--- src/rtl/rdback_pkg.sv ---
package rdback_pkg;
  localparam int NSEL  = 7;
  localparam int SEL_W = 3;
  typedef logic [SEL_W-1:0] sel_t;
  typedef logic [NSEL-1:0]  selmask_t;

  // Lowest selected entry; zero when nothing is selected.
  function automatic sel_t lowest_sel(input selmask_t m);
    sel_t r;
    r = '0;
    for (int i = NSEL - 1; i >= 0; i--) begin
      if (m[i]) r = sel_t'(i);
    end
    return r;
  endfunction

  // Next selected entry after p, wrapping; p itself when it is the only one.
  function automatic sel_t after_sel(input selmask_t m, input sel_t p);
    sel_t r;
    int   idx;
    r = p;
    for (int k = NSEL - 1; k >= 1; k--) begin
      idx = (int'(p) + k) % NSEL;
      if (m[idx]) r = sel_t'(idx);
    end
    return r;
  endfunction
endpackage

--- src/rtl/rdback_status.sv ---
module rdback_status (
  input  logic       xfer_en,
  input  logic [1:0] mode,
  input  logic       rdy_mismatch,
  input  logic       match_hit,
  input  logic       end_of_block,
  output logic [7:0] status
);
  localparam logic [7:0] STAT_BASE = 8'hCC;
  localparam logic [1:0] MODE_NO_RDY = 2'd1;

  always_comb begin
    status    = STAT_BASE;
    status[0] = xfer_en;
    status[1] = (mode != MODE_NO_RDY) && rdy_mismatch;
    status[4] = ~match_hit;
    status[5] = ~end_of_block;
  end
endmodule

--- src/rtl/rdback_bytesel.sv ---
module rdback_bytesel
  import rdback_pkg::*;
#(
  parameter int CNT_W = 16
) (
  input  sel_t             sel,
  input  logic [7:0]       status,
  input  logic [CNT_W-1:0] byte_cnt,
  input  logic [CNT_W-1:0] addr_a_cnt,
  input  logic [CNT_W-1:0] addr_b_cnt,
  output logic [7:0]       dout
);
  localparam int NCNT  = 3;
  localparam int BPC   = CNT_W / 8;

  logic [CNT_W-1:0] cnts [NCNT];
  logic [7:0]       ent  [NSEL];

  assign cnts[0] = byte_cnt;
  assign cnts[1] = addr_a_cnt;
  assign cnts[2] = addr_b_cnt;
  assign ent[0]  = status;

  for (genvar g = 0; g < NCNT; g++) begin : g_cnt
    for (genvar h = 0; h < BPC; h++) begin : g_half
      assign ent[1 + g*BPC + h] = cnts[g][8*h +: 8];
    end
  end

  always_comb begin
    dout = 8'h00;
    if (int'(sel) < NSEL) dout = ent[sel];
  end
endmodule

--- src/rtl/rdback_listptr.sv ---
module rdback_listptr
  import rdback_pkg::*;
(
  input  logic     clk,
  input  logic     rst_n,
  input  logic     rd_stb,
  input  logic     mask_wr,
  input  selmask_t mask_data,
  input  logic     seq_init,
  input  logic     stat_req,
  output selmask_t mask_q,
  output sel_t     ptr_q,
  output logic     list_empty
);
  selmask_t mask_n;
  sel_t     ptr_n;
  logic     mask_en, ptr_en;

  assign list_empty = (mask_q == '0);

  always_comb begin
    mask_n  = mask_q;
    ptr_n   = ptr_q;
    mask_en = 1'b0;
    ptr_en  = 1'b0;
    if (stat_req) begin
      mask_n  = selmask_t'(1);
      ptr_n   = '0;
      mask_en = 1'b1;
      ptr_en  = 1'b1;
    end else if (mask_wr) begin
      mask_n  = mask_data;
      ptr_n   = lowest_sel(mask_data);
      mask_en = 1'b1;
      ptr_en  = 1'b1;
    end else if (seq_init) begin
      ptr_n   = lowest_sel(mask_q);
      ptr_en  = 1'b1;
    end else if (rd_stb && !list_empty) begin
      ptr_n   = after_sel(mask_q, ptr_q);
      ptr_en  = 1'b1;
    end
  end

  always_ff @(posedge clk or negedge rst_n) begin
    if (!rst_n) begin
      mask_q <= '0;
      ptr_q  <= '0;
    end else begin
      if (mask_en) mask_q <= mask_n;
      if (ptr_en)  ptr_q  <= ptr_n;
    end
  end

  assert_ptr_on_entry_R5: assert property (@(posedge clk) disable iff (!rst_n)
    !list_empty |-> mask_q[ptr_q]);

  assert_single_hold_R5: assert property (@(posedge clk) disable iff (!rst_n)
    ($countones(mask_q) == 1 && rd_stb && !stat_req && !mask_wr && !seq_init)
      |=> $stable(ptr_q));

  assert_stat_req_R7: assert property (@(posedge clk) disable iff (!rst_n)
    stat_req |=> (mask_q == selmask_t'(1)) && (ptr_q == '0));

  assert_mask_load_R9: assert property (@(posedge clk) disable iff (!rst_n)
    (mask_wr && !stat_req) |=> mask_q == $past(mask_data));
endmodule

--- src/rtl/rdback_seq.sv ---
module rdback_seq
  import rdback_pkg::*;
#(
  parameter int CNT_W = 16
) (
  input  logic             clk,
  input  logic             rst_n,
  input  logic             rd_stb,
  input  logic             mask_wr,
  input  logic [6:0]       mask_data,
  input  logic             seq_init,
  input  logic             stat_req,
  input  logic             xfer_en,
  input  logic [1:0]       mode,
  input  logic             rdy_mismatch,
  input  logic             match_hit,
  input  logic             end_of_block,
  input  logic [CNT_W-1:0] byte_cnt,
  input  logic [CNT_W-1:0] addr_a_cnt,
  input  logic [CNT_W-1:0] addr_b_cnt,
  output logic [7:0]       rd_data
);
  localparam logic [7:0] RD_RESET = 8'h38;

  logic [1:0] rst_sync;
  logic       rst_i;
  selmask_t   mask_q;
  sel_t       ptr_q;
  logic       list_empty;
  logic [7:0] live_status, entry_byte, rd_data_n;

  always_ff @(posedge clk or negedge rst_n) begin
    if (!rst_n) rst_sync <= 2'b00;
    else        rst_sync <= {rst_sync[0], 1'b1};
  end
  assign rst_i = rst_sync[1];

  rdback_status u_status (
    .xfer_en      (xfer_en),
    .mode         (mode),
    .rdy_mismatch (rdy_mismatch),
    .match_hit    (match_hit),
    .end_of_block (end_of_block),
    .status       (live_status)
  );

  rdback_listptr u_list (
    .clk        (clk),
    .rst_n      (rst_i),
    .rd_stb     (rd_stb),
    .mask_wr    (mask_wr),
    .mask_data  (mask_data),
    .seq_init   (seq_init),
    .stat_req   (stat_req),
    .mask_q     (mask_q),
    .ptr_q      (ptr_q),
    .list_empty (list_empty)
  );

  rdback_bytesel #(.CNT_W(CNT_W)) u_sel (
    .sel        (ptr_q),
    .status     (live_status),
    .byte_cnt   (byte_cnt),
    .addr_a_cnt (addr_a_cnt),
    .addr_b_cnt (addr_b_cnt),
    .dout       (entry_byte)
  );

  always_comb begin
    rd_data_n = list_empty ? live_status : entry_byte;
  end

  always_ff @(posedge clk or negedge rst_i) begin
    if (!rst_i)      rd_data <= RD_RESET;
    else if (rd_stb) rd_data <= rd_data_n;
  end

  assert_hold_R11: assert property (@(posedge clk) disable iff (!rst_i)
    !rd_stb |=> $stable(rd_data));

  assert_empty_live_R6: assert property (@(posedge clk) disable iff (!rst_i)
    (rd_stb && list_empty) |=> rd_data == $past(live_status));
endmodule

--- config.mk ---
export PLATFORM = sky130hd
export DESIGN_NAME = rdback_seq
export DESIGN_NICKNAME = d
export VERILOG_FILES = /design/src/rtl/rdback_pkg.sv /design/src/rtl/rdback_status.sv /design/src/rtl/rdback_bytesel.sv /design/src/rtl/rdback_listptr.sv /design/src/rtl/rdback_seq.sv
export SDC_FILE = /design/constraint.sdc
export NUM_CORES = 1
export LEC_CHECK = 0
export BUFFER_PORTS_ARGS = -buffer_cell sky130_fd_sc_hd__buf_2
export CAP_MARGIN = 40
export CELL_PAD_IN_SITES_DETAIL_PLACEMENT = 1
export CELL_PAD_IN_SITES_GLOBAL_PLACEMENT = 1
export CORE_MARGIN = 2
export CORE_UTILIZATION = 44
export CTS_CLUSTER_SIZE = 10
export DETAILED_ROUTE_END_ITERATION = 10
export PLACE_DENSITY = 0.9
export SYNTH_ARGS = -nofsm -noshare
export SYNTH_HDL_FRONTEND = slang
export SYNTH_HIERARCHICAL = 1
export SYNTH_SLANG_ARGS = --single-unit
--- constraint.sdc ---
create_clock -name clk -period 1.5 [get_ports clk]
set_input_delay 0.225 -clock clk [delete_from_list [all_inputs] [get_ports clk]]
set_output_delay 0.225 -clock clk [all_outputs]
set_load 0.1 [all_outputs]
==> Implementation_results.wiki, run 1 <==
{| class="wikitable"
! Metric !! Value
|-
| Count of distinct cell types in the synthesized netlist || 76
|-
| Ports placed on the boundary || between 70 and 80
|-
| Synth top area share || between 10% and 20%
|-
| Synthesized instance count || roughly 440
|-
| First-pass GRT wire length || between 40,000 and 50,000 um
|-
| Number of enable flip-flop cells after synthesis || 0
|-
| Share of synthesized area occupied by flip-flops and latches || 14.47%
|-
| Row Count || 32
|-
| Commonest cells in the synthesized netlist || sky130_fd_sc_hd__mux2i_1 (59), sky130_fd_sc_hd__nor2_1 (40), sky130_fd_sc_hd__nand2_1 (38)
|-
| Top flip-flop cell by instance count after synthesis || sky130_fd_sc_hd__dfrtp_1
|-
| Cell taking the most area after synthesis || sky130_fd_sc_hd__mux2i_1
|-
| Maximum number of buffers from clock root to sink || 2
|-
| Die Width || roughly 93 um
|-
| Count of yosys warnings during synthesis || 6
|-
| Clock net sink count || 20
|-
| Post-synthesis mux area share || 21.33%
|-
| Clk root buf || sky130_fd_sc_hd__clkbuf_8
|-
| Count of input and output buffers || 74
|-
| Post-synthesis adder-cell area fraction || under 10%
|-
| Main combinational cell family by area after synthesis || compound AO/OA/AOI/OAI gates
|-
| Log Error || [ERROR GRT-0116] Global routing finished with congestion. Check the congestion regions in the DRC Viewer.
|-
| Number of clock buffers inserted by TritonCTS || 3
|-
| Maximum number of pins on one net before global-route repair || 29
|-
| Number of global-route vias before repair || between 6k and 7k
|-
| Post-synthesis register bit count || 20
|-
| Last stage reached || global routing (5_1_grt)
|-
| Count leader, synth || sky130_fd_sc_hd__mux2i_1
|-
| Area of the mapped netlist || roughly 3500 um2
|-
| Top area cells in the synthesized netlist || sky130_fd_sc_hd__mux2i_1 (17%), sky130_fd_sc_hd__dfrtp_1 (12%), sky130_fd_sc_hd__ha_1 (6.5%)
|-
| Synth Area in Simple Gates || between 20% and 30%
|-
| Total global routing overflow || 2
|-
| Global-route usage over all layers || between 60% and 70%
|-
| Fraction of registers with async set/reset || 100.0%
|-
| HPWL after detailed placement || between 10,000 and 15,000 um
|-
| Total number of H-tree levels || 1
|-
| Die Y-Extent || between 90 and 100 um
|-
| Area share of xor/xnor cells in the synthesized design || under 10%
|-
| Effective utilization at floorplan || 45.33%
|-
| Synth Area in Compound Gates || between 20% and 30%
|-
| Run status || aborted with a tool error
|-
| Synthesized area per cell || ~8 um2
|-
| Routability congestion estimate from global placement || ~1
|}
==> cells by family after synthesis <==
logic type | count (synthesis)
compound gates | 112
other cells | 2
simple gates | 145
buf+inv | 60
flops | 20
xor+xnor | 14
fa+ha+maj | 18
mux | 68
==> metal layers <==
metal	GRT usage [%]	overflow
met1	64.10	0
met2	86.96	1
met3	41.50	0
met4	66.18	1
met5	2.564	0
==> repair_timing <==
| item | 4_1_cts |
|---|---|
| buffers inserted | 19 |
| gates cloned | 1 |
| pin swaps | 22 |
| hold buffers | 1 |
| endpoints found under the setup margin | 11 |
| resized for setup | 55 |
| endpoints found under the hold margin | 2 |
==> metrics by stage <==
stage	area, um2	TNS, ns	std cells	setup WS (ns)	hold WS [ns]
CTS	5255	-9.497	718	-2.245	0.2216
global placement	4752	-9.381	693	-1.909	0.01186
detailed placement	4752	-11.29	693	-2.296	0.01619
floorplan	3669	-6.466	442	-2.158	-0.07059
==> run 2, diff against run 1 <==
- CELL_PAD_IN_SITES_DETAIL_PLACEMENT: 1 -> unset
- CELL_PAD_IN_SITES_GLOBAL_PLACEMENT: 1 -> unset
- CORE_UTILIZATION: 44 -> 35
- CTS_CLUSTER_SIZE: 10 -> unset
- PLACE_DENSITY: 0.9 -> unset
- PLACE_DENSITY_LB_ADDON: unset -> 0.15
==> Implementation_results.wiki, run 2 <==
{| class="wikitable"
! Metric !! Value
|-
| Fraction of final layout cells with drive strength greater than 1 || about 45%
|-
| Latest clock arrival within the worst-skew pair || between 0.2 and 0.3 ns
|-
| Count of endpoints failing setup in the final report || 11
|-
| Peak supply drop || approximately 1.5 mV
|-
| Synth top area share || 16.95% (unchanged)
|-
| Die Y-Extent || 103.8 um (was 92.99 um)
|-
| Top Registers || rd_data x8, u_list/mask_q x7, u_list/ptr_q x3
|-
| Synthesized instance count || 439 (unchanged)
|-
| Drt first-iter violations || approximately 200
|-
| DP Worst Slack || -2.000 ns (was -2.296 ns)
|-
| Count of yosys warnings during synthesis || 6 (unchanged)
|-
| Row Count || 36 (was 32)
|-
| Leakage power total || 2.352 nW
|-
| Summed negative setup slack over all endpoints || -8.116 ns
|-
| Synth Area in Compound Gates || 23.45% (unchanged)
|-
| Floorplan die area || ~11,000 um2
|-
| Min setup slack post-route || -1.930 ns
|-
| CP Cell Sequence || clkinvlp_4 > ha_4 > xnor2_4 > ha_4 > ha_4 > a31oi_4 > xnor2_2 > inv_2 > ha_4 > mux4_2 > nand2_2 > o31ai_4 > mux2i_4 > o211a_1 > o21ai_2 > o31ai_2
|-
| Total global routing overflow || 0
|-
| Reg with most FFs || rd_data
|-
| Share of synthesized area occupied by flip-flops and latches || 14.47% (unchanged)
|-
| Run status || complete, but fails checks (was aborted with a tool error)
|-
| Count of input and output buffers || 74 (unchanged)
|-
| Failing checks || setup timing
|-
| Top flip-flop cell by instance count after synthesis || sky130_fd_sc_hd__dfrtp_1 (unchanged)
|-
| Final Util || about 52%
|-
| Diode insertion count for antenna repair || 0
|-
| Largest delay share family, worst path || adder cells
|-
| CP Class || reg -> reg
|-
| Area share of xor/xnor cells in the synthesized design || 3.734% (unchanged)
|-
| Clock transition time at the flip-flop clock pins of the worst setup and hold paths || around 0.07 ns
|-
| Ports placed on the boundary || 75 (unchanged)
|-
| Number of clock buffers inserted by TritonCTS || 3 (unchanged)
|-
| Signed area change from the synthesized netlist to the final layout || 46.03%
|-
| DR vias || between 3k and 4k
|-
| Clock net sink count || 20 (unchanged)
|-
| Flip-flop count of the largest register, all copies and words added || 8
|-
| Post-synthesis adder-cell area fraction || 6.463% (unchanged)
|-
| CP required || around 1.7 ns
|-
| Crit-path slowest cell || sky130_fd_sc_hd__mux4_2
|-
| Fmax || approximately 290 MHz
|-
| Worst clock skew || about 0.0033 ns
|-
| Core Region || 9729 um2
|-
| Global-route usage over all layers || 20.76%
|-
| Initial antenna violation count || 0
|-
| Fraction of registers with async set/reset || 100.0% (unchanged)
|-
| Total number of H-tree levels || 1 (unchanged)
|-
| Power, Total || between 10 and 15 mW
|-
| Time the final worst path needs with I/O delays and setup || between 3 and 4 ns
|-
| Tightest Hold Check Type || reg -> async
|-
| Max-cap violations || 0
|-
| Routability congestion estimate from global placement || 0.9211 (was 1.005)
|-
| Post-Route WL || around 11,000 um
|-
| Die Width || 103.8 um (was 92.99 um)
|-
| Non-filler cells, final || about 740
|-
| Wire length per cell || 15.48 um
|-
| Crit start category || register
|-
| Maximum number of buffers from clock root to sink || 2 (unchanged)
|-
| Synthesized area per cell || 7.938 um2 (unchanged)
|-
| Post-route design area || a little over 5000 um2
|-
| Most used cell, CP || sky130_fd_sc_hd__ha_4
|-
| Pre-antenna DRT Iters || 5
|-
| Net total in the final layout || between 600 and 700
|-
| Top area cells in the synthesized netlist || sky130_fd_sc_hd__mux2i_1 (17%), sky130_fd_sc_hd__dfrtp_1 (12%), sky130_fd_sc_hd__ha_1 (6.5%) (unchanged)
|-
| Cell taking the most area after synthesis || sky130_fd_sc_hd__mux2i_1 (unchanged)
|-
| Maximum single-stage delay on the critical path || ~0.50 ns
|-
| Count leader, synth || sky130_fd_sc_hd__mux2i_1 (unchanged)
|-
| Share of the clock period used by the worst path || 228.7%
|-
| Worst setup path start || u_list/ptr_q[1]$_DFFE_PN0P_
|-
| Maximum number of pins on one net before global-route repair || 21
|-
| Post-synthesis register bit count || 20 (unchanged)
|-
| Fin Hold WS || 0.1915 ns
|-
| Commonest cells in the synthesized netlist || sky130_fd_sc_hd__mux2i_1 (59), sky130_fd_sc_hd__nor2_1 (40), sky130_fd_sc_hd__nand2_1 (38) (unchanged)
|-
| Biggest fanout along the worst timing path || 5
|-
| Clk root buf || sky130_fd_sc_hd__clkbuf_8 (unchanged)
|-
| Synth Area in Simple Gates || 21.11% (unchanged)
|-
| Post-synthesis mux area share || 21.33% (unchanged)
|-
| Main combinational cell family by area after synthesis || compound AO/OA/AOI/OAI gates (unchanged)
|-
| Kind of capture point of the worst setup path || register
|-
| Count of distinct cell types in the synthesized netlist || 76 (unchanged)
|-
| Final number of hold-violating endpoints || 0
|-
| Power per Cell Area || ~2400 nW/um2
|-
| Buffering stage count on the worst path with inverters included || 2
|-
| Number of enable flip-flop cells after synthesis || 0 (unchanged)
|-
| First-pass GRT wire length || 18,550 um
|-
| TritonCTS clock tree || yes
|-
| Drc violations || 0
|-
| Cells after DPL || 723 (was 693)
|-
| HPWL after detailed placement || 8979 um (was 13,560 um)
|-
| Area of the mapped netlist || 3485 um2 (unchanged)
|-
| Remaining antenna violation count || 0
|-
| Most frequent standard cell in the layout excluding fill and tap cells || sky130_fd_sc_hd__buf_4
|-
| Most frequent cells in the layout || sky130_fd_sc_hd__buf_4 (115), sky130_fd_sc_hd__buf_2 (74), sky130_fd_sc_hd__mux2i_1 (57), sky130_fd_sc_hd__nor2_1 (39), sky130_fd_sc_hd__nand2_1 (36)
|-
| Setup repair after global routing missed its margin || true
|-
| Placed instance area || 4756 um2 (was 4752 um2)
|-
| Final count of pins violating max slew || 0
|-
| R2R Path Start || u_list/ptr_q[1]$_DFFE_PN0P_
|-
| Number of global-route vias before repair || 3,697
|-
| Arrival time of data at the critical path endpoint || between 3 and 4 ns
|-
| Effective utilization at floorplan || 35.82% (was 45.33%)
|-
| Detailed-route vias per instance || about 5.2
|}
run 2: worst paths after layout:
kind | slack, ns | depth (start not counted) | end
max in group asynchronous | 1.05 | 1 | rd_data[5]$_DFFE_PN1P_
min reg2reg | 0.19 | 1 | u_list/mask_q[6]$_DFFE_PN0P_
min | 0.19 | 1 | u_list/mask_q[6]$_DFFE_PN0P_
max reg2reg | -1.93 | 16 | u_list/ptr_q[1]$_DFFE_PN0P_
max | -1.93 | 16 | u_list/ptr_q[1]$_DFFE_PN0P_
min in group clk | 0.24 | 3 | u_list/mask_q[0]$_DFFE_PN0P_
run 2: what timing repair did:
item	in CTS	in global routing
pin swaps	14	22
hold buffers	1	0
endpoints found under the hold margin	2	0
resized for setup	17	16
endpoints found under the setup margin	11	11
gates cloned	1	0
buffers inserted	7	5
run 2: layout make-up:
cell class                 instances  area, um2
sequential                        20      510.5
clock inverter                     1      30.03
timing repair buffer             197       1359
clock buffer                       3      41.29
inverter                          25      105.1
fill                             948       4641
multi-input combinational        362       2877
tap                              133      166.4
run 2: power breakdown:
group	total (mW)	leakage [nW]	internal, mW	switching, mW
clock	0.532	0.0357	0.356	0.175
sequential	0.860	0.233	0.729	0.131
combinational	10.6	2.08	5.07	5.57
run 2: cells by family (layout without fill, tap and decap cells):
family,after synthesis,in the layout
and+or+nand+nor,145,145
AOI/OAI and AO/OA,112,112
muxes,68,68
buffers and inverters,60,226
DFF,20,20
adders and majority gates,18,18
xor gates and xnor gates,14,14
other,2,5
run 2: metal layers:
layer / GRT usage (%) / vias up / share of wire (%) / routed length [um]
met5: 0 / - / 0 / 0
met4: 3.668 / 0 / 1.7 / 199
met3: 4.531 / 19 / 6.3 / 728
met2: 34.91 / 125 / 47 / 5341
met1: 27.67 / 1803 / 45 / 5204
li1: - / 1931 / - / -
No activity file was read; power rests on OpenSTA's default activity.
